## src/rtl/msu_pkg.sv

```systemverilog
package msu_pkg;

  typedef enum logic [1:0] {
    VAR_AND_AX = 2'b00,
    VAR_X_ONLY = 2'b01,
    VAR_Y_ONLY = 2'b10,
    VAR_STACK  = 2'b11
  } msu_variant_e;

  typedef enum logic [1:0] {
    PH_IDLE  = 2'd0,
    PH_READ  = 2'd1,
    PH_WRITE = 2'd2
  } msu_phase_e;

endpackage

```

## src/rtl/msu_source_sel.sv

```systemverilog
module msu_source_sel
  import msu_pkg::*;
#(
  parameter int DW = 8
) (
  input  msu_variant_e  variant,
  input  logic [DW-1:0] a_val,
  input  logic [DW-1:0] x_val,
  input  logic [DW-1:0] y_val,
  output logic [DW-1:0] src,
  output logic [DW-1:0] ax_and
);

  function automatic logic [DW-1:0] pick_source(msu_variant_e v,
                                                 logic [DW-1:0] a,
                                                 logic [DW-1:0] x,
                                                 logic [DW-1:0] y);
    case (v)
      VAR_X_ONLY: return x;
      VAR_Y_ONLY: return y;
      default:    return a & x;
    endcase
  endfunction

  assign ax_and = a_val & x_val;
  assign src    = pick_source(variant, a_val, x_val, y_val);

endmodule

```

## src/rtl/msu_sequencer.sv

```systemverilog
module msu_sequencer
  import msu_pkg::*;
(
  input  logic clk,
  input  logic rst_n,
  input  logic start,
  output logic accept,
  output logic rd_cyc,
  output logic wr_cyc,
  output logic busy
);

  msu_phase_e phase_q, phase_d;

  assign accept = start && (phase_q == PH_IDLE);

  always_comb begin
    phase_d = phase_q;
    case (phase_q)
      PH_IDLE:  if (start) phase_d = PH_READ;
      PH_READ:  phase_d = PH_WRITE;
      PH_WRITE: phase_d = PH_IDLE;
      default:  phase_d = PH_IDLE;
    endcase
  end

  always_ff @(posedge clk or negedge rst_n) begin
    if (!rst_n) phase_q <= PH_IDLE;
    else        phase_q <= phase_d;
  end

  assign rd_cyc = (phase_q == PH_READ);
  assign wr_cyc = (phase_q == PH_WRITE);
  assign busy   = rd_cyc || wr_cyc;

endmodule

```

## src/rtl/msu_addr_gen.sv

```systemverilog
module msu_addr_gen #(
  parameter int DW = 8,
  localparam int AW = 2 * DW
) (
  input  logic [DW-1:0] base_hi,
  input  logic [DW-1:0] idx_lo,
  input  logic          crossed,
  input  logic [DW-1:0] src,
  output logic [DW-1:0] page_byte,
  output logic [AW-1:0] rd_addr,
  output logic [AW-1:0] wr_addr,
  output logic [DW-1:0] wr_data
);

  // Page byte used for masking: the fixed page on a carry, else the base page.
  function automatic logic [DW-1:0] page_of(logic [DW-1:0] hi, logic c);
    return c ? hi + {{(DW-1){1'b0}}, 1'b1} : hi;
  endfunction

  function automatic logic [DW-1:0] masked(logic [DW-1:0] s, logic [DW-1:0] p);
    return s & p;
  endfunction

  assign page_byte = page_of(base_hi, crossed);
  assign wr_data   = masked(src, page_byte);
  assign rd_addr   = {base_hi, idx_lo};
  assign wr_addr   = {wr_data, idx_lo};

endmodule

```

## src/rtl/masked_store_unit.sv

```systemverilog
module masked_store_unit
  import msu_pkg::*;
#(
  parameter int DW = 8,
  localparam int AW = 2 * DW
) (
  input  logic          clk,
  input  logic          rst_n,
  input  logic          start,
  input  logic [1:0]    variant,
  input  logic [DW-1:0] reg_a,
  input  logic [DW-1:0] reg_x,
  input  logic [DW-1:0] reg_y,
  input  logic [DW-1:0] base_hi,
  input  logic [DW-1:0] idx_lo,
  input  logic          page_cross,
  output logic          busy,
  output logic [AW-1:0] mem_addr,
  output logic          mem_re,
  output logic          mem_we,
  output logic [DW-1:0] mem_wdata,
  output logic          s_we,
  output logic [DW-1:0] s_wdata
);

  logic          accept, rd_cyc, wr_cyc;
  msu_variant_e  var_q;
  logic [DW-1:0] a_q, x_q, y_q, base_q, lo_q;
  logic          cross_q;
  logic [DW-1:0] src, ax_and, page_byte, wr_data;
  logic [AW-1:0] rd_addr, wr_addr;

  msu_sequencer u_seq (
    .clk    (clk),
    .rst_n  (rst_n),
    .start  (start),
    .accept (accept),
    .rd_cyc (rd_cyc),
    .wr_cyc (wr_cyc),
    .busy   (busy)
  );

  always_ff @(posedge clk or negedge rst_n) begin
    if (!rst_n) begin
      var_q   <= VAR_AND_AX;
      a_q     <= '0;
      x_q     <= '0;
      y_q     <= '0;
      base_q  <= '0;
      lo_q    <= '0;
      cross_q <= 1'b0;
    end else if (accept) begin
      var_q   <= msu_variant_e'(variant);
      a_q     <= reg_a;
      x_q     <= reg_x;
      y_q     <= reg_y;
      base_q  <= base_hi;
      lo_q    <= idx_lo;
      cross_q <= page_cross;
    end
  end

  msu_source_sel #(.DW(DW)) u_src (
    .variant (var_q),
    .a_val   (a_q),
    .x_val   (x_q),
    .y_val   (y_q),
    .src     (src),
    .ax_and  (ax_and)
  );

  msu_addr_gen #(.DW(DW)) u_addr (
    .base_hi   (base_q),
    .idx_lo    (lo_q),
    .crossed   (cross_q),
    .src       (src),
    .page_byte (page_byte),
    .rd_addr   (rd_addr),
    .wr_addr   (wr_addr),
    .wr_data   (wr_data)
  );

  assign mem_re    = rd_cyc;
  assign mem_we    = wr_cyc;
  assign mem_addr  = wr_cyc ? wr_addr : (rd_cyc ? rd_addr : '0);
  assign mem_wdata = wr_cyc ? wr_data : '0;
  assign s_we      = rd_cyc && (var_q == VAR_STACK);
  assign s_wdata   = s_we ? ax_and : '0;

endmodule

```

## config.mk

```make
export PLATFORM = sky130hd
export DESIGN_NAME = masked_store_unit
export DESIGN_NICKNAME = d
export VERILOG_FILES = /design/src/rtl/msu_pkg.sv /design/src/rtl/msu_source_sel.sv /design/src/rtl/msu_sequencer.sv /design/src/rtl/msu_addr_gen.sv /design/src/rtl/masked_store_unit.sv
export SDC_FILE = /design/constraint.sdc
export NUM_CORES = 1
export LEC_CHECK = 0
export BUFFER_PORTS_ARGS = -buffer_cell sky130_fd_sc_hd__buf_2
export CORE_UTILIZATION = 50
export DETAILED_ROUTE_END_ITERATION = 7
export HOLD_SLACK_MARGIN = 0.1
export PLACE_DENSITY = 0.9
export SLEW_MARGIN = 30
export SYNTH_ARGS = -nofsm -noshare
export SYNTH_HDL_FRONTEND = slang
export SYNTH_SLANG_ARGS = --single-unit
```

## constraint.sdc

```tcl
create_clock -name clk -period 3.7 [get_ports clk]
set_clock_uncertainty 0.2 [all_clocks]
set_input_delay 0.185 -clock clk [delete_from_list [all_inputs] [get_ports clk]]
set_output_delay 0.185 -clock clk [all_outputs]
set_load 0.005 [all_outputs]
```

==> reports/results.txt <==
Final ANT Viol Nets: 0
post-cts gate resize count: 0
die height: 70.7 um
crit path time final: 2.83 ns
GRT Util Overall: 24.5%
setup violators final: 0
YS warnings: 0
die boundary width: 70.7 um
Layout Nets: 376
worst slew pin tran: 0.599 ns
cells after synthesis: 198
Port Buf Inserts: 81
status: finished with violations
Post-CTS Setup Bufs: 0
CP arrival: 2.44 ns
power per cell area: 739 nW/um2
largest net degree at the start of global routing: 46
Worst EP required: 3.31 ns
Final Max Slew Viols: 0
Sink Count: 45
final hold slack: 0.207 ns
CP peak stage delay: 0.55 ns
Hold Path Class: in -> async
Max FO, Critical Path: 10
failing checks: DRC
layout cells sized above 1: 44.0%
Yosys reg bits: 45
antenna cells: 0
Starting DRT DRC Count: 76
CP Capture Type: primary output
Post-CTS Hold Buffers: 45
Pint: 1570 uW
syn_area_per_cell: 11.9 um2
CP Buf/Inv Count: 2
CTS tree: yes
Synthesized Nets: 252
Max-slew headroom: 60.0%
clock slew at reported path FFs: 0.08 ns
TritonCTS buffer count: 5
P_leak: 0.00167 uW
CP delay by family, top: simple AND/OR/NAND/NOR gates
IR drop worst, VDD: 0.391 mV
register area share after synthesis: 47.7%
Vias/cell: 5.18
GP Congestion: 0.777
setup TNS: 0 ns
synthesis-to-finish area growth: 41.7%
core area: 4440 um2
Sw Ratio: 36.6%
clock latency on the worst-skew pair: 0.30 ns
Post-synth EDFFs: 0
hpwl dp: 3.58 mm
FF-to-FF path depth: 4
critical path class: reg -> out
antenna violations before repair: 0
CP Cell Sequence: inv_1, ha_1, nor2b_1, a22oi_1, nor3b_2, a21o_1, buf_2
Async S/R FF share, synth: 100%
CTS Buffer Depth: 2
DR vias: 1942
Congestion Overflow GR: 0
max-cap violations: 0
Pre-antenna DRT Iters: 6
sw power: 903 uW
Main synth FF type: dfrtp_1
final period utilization: 76.4%
Placed Area: 2790 um2
vias in the first global route: 1998
Initial Util: 53.1%
Final Hold Vio Count: 0
unique cell type count in the Yosys netlist: 31
final instance area: 3340 um2
Layout Utilization: 75.2%
Reg power frac: 39.1%
Clk pwr share: 13.5%
cell area after synthesis: 2360 um2
Slowest-stage cell, CP: nor2b_1
WP depth: 7
die area: 5000 um2
DRC errors left: 8
H-tree Lvls: 2
CP Launch Type: register
Comb pwr share: 47.4%
root buffer cell: clkbuf_8
# rows: 24
IO Pins: 82
Routed wire per std cell: 15.4 um
Final Total Pwr: 2470 uW
top achievable clock speed: 354 MHz
first-pass GRT wire length: 9.38 mm
unrepaired setup endpoints after global routing: false
DRT Wirelength: 5.76 mm
[layer usage]
metal / share of wire [%] / global-route usage, %
met1: 43 / 29.3
met2: 51 / 43.9
met3: 5.3 / 5.98
met4: 1.5 / 6.67
met5: 0 / 0
[final cells by class]
class	instances	area (um2)
clock buffer	7	96.3
tap	52	65.1
multi-input combinational	140	1180
timing repair buffer	126	858
fill	303	1100
sequential	45	1130
inverter	4	15.0
clock inverter	1	5.00
[worst register-to-register path, cell delays in order (launching register included)]
cell and delay, ns:
dfrtp_1 0.37, inv_1 0.09, ha_1 0.25, nand2_4 0.43, mux2_2 0.43
[flip-flops by register name (all words and copies together), names as in the netlist]
signal	cells
x_q	8
u_seq.phase_q	2
var_q	2
lo_q	8
y_q	8
a_q	8
base_q	8
cross_q	1
[metrics by stage]
stage / instances / setup slack (ns)
4_1_cts: 375 / 0.942
5_1_grt: 375 / 0.703
3_5_place_dp: 322 / 1.28
2_1_floorplan: 198 / 1.71
6_report: 375 / 0.873
3_3_place_gp: 322 / 1.39
[Yosys cell counts (2+ instances only)]
master,number,area [um2]
mux2_2,48,541
dfrtp_1,45,1130
nand2_1,12,45.0
nor2_1,10,37.5
nor2b_1,10,62.6
and3_1,9,56.3
ha_1,8,100
buf_2,6,30.0
o21ai_0,6,30.0
a21o_1,4,30.0
inv_1,4,15.0
nand4_1,4,25.0
xor2_1,4,35.0
a22o_1,3,26.3
a22oi_1,3,22.5
nand3_1,3,15.0
xnor2_1,3,26.3
clkbuf_1,2,7.51
mux2i_1,2,20.0
[power by group through the flow]
stage                     clock (uW)  sequential [uW]  combinational (uW)
after floorplan                    0              884                 879
after global placement             0              956                1080
after detailed placement           0              969                1120
after CTS                        342              957                1160
after global routing             357             1000                1290
final                            333              965                1170
[logic make-up (layout without fill, tap and decap cells)]
group                      Yosys count  count (layout)  share of synthesized area (%)
buffers and inverters               13             138                           2.71
muxes                               51              51                           24.4
DFF                                 45              45                           47.7
xor gates and xnor gates             7               7                           2.60
adders and majority gates            8               8                           4.24
AOI/OAI and AO/OA                   21              21                           6.21
and+or+nand+nor                     53              53                           12.1
[final timing paths]
| path | endpoint | slack [ns] | from |
|---|---|---|---|
| max | mem_addr[9] | 0.87 | var_q[0]$_DFFE_PN0P_ |
| min | a_q[4]$_DFFE_PN0P_ | 0.21 | rst_n |
| max reg2reg | x_q[1]$_DFFE_PN0P_ | 1.82 | u_seq.phase_q[0]$_DFFE_PN0P_ |
| min reg2reg | lo_q[5]$_DFFE_PN0P_ | 0.31 | lo_q[5]$_DFFE_PN0P_ |
| max in group asynchronous | x_q[0]$_DFFE_PN0P_ | 2.69 | rst_n |
| min in group clk | lo_q[5]$_DFFE_PN0P_ | 0.31 | lo_q[5]$_DFFE_PN0P_ |
[layout by cell type, fill, tap and decap left out]
master	n
o21ai_0	6
a21o_1	4
and3_1	9
and3_4	1
nor2b_1	10
clkbuf_8	7
dfrtp_1	45
o31ai_1	1
a31o_2	1
nand4_1	4
and2_1	1
a21oi_1	1
nor3b_1	1
ha_1	8
a22o_1	3
nand2_4	1
dlygate4sd3_1	45
inv_1	4
mux2i_1	2
nand2_1	11
nand3_1	3
a31oi_1	1
mux2_4	1
a22oi_1	3
clkinv_2	1
nor2_1	10
xnor2_1	3
xor2_1	4
buf_4	1
buf_2	80
mux2_2	48
a41o_1	1
nand2b_1	1
nor3b_2	1
Power figures use the tool's default switching activity.
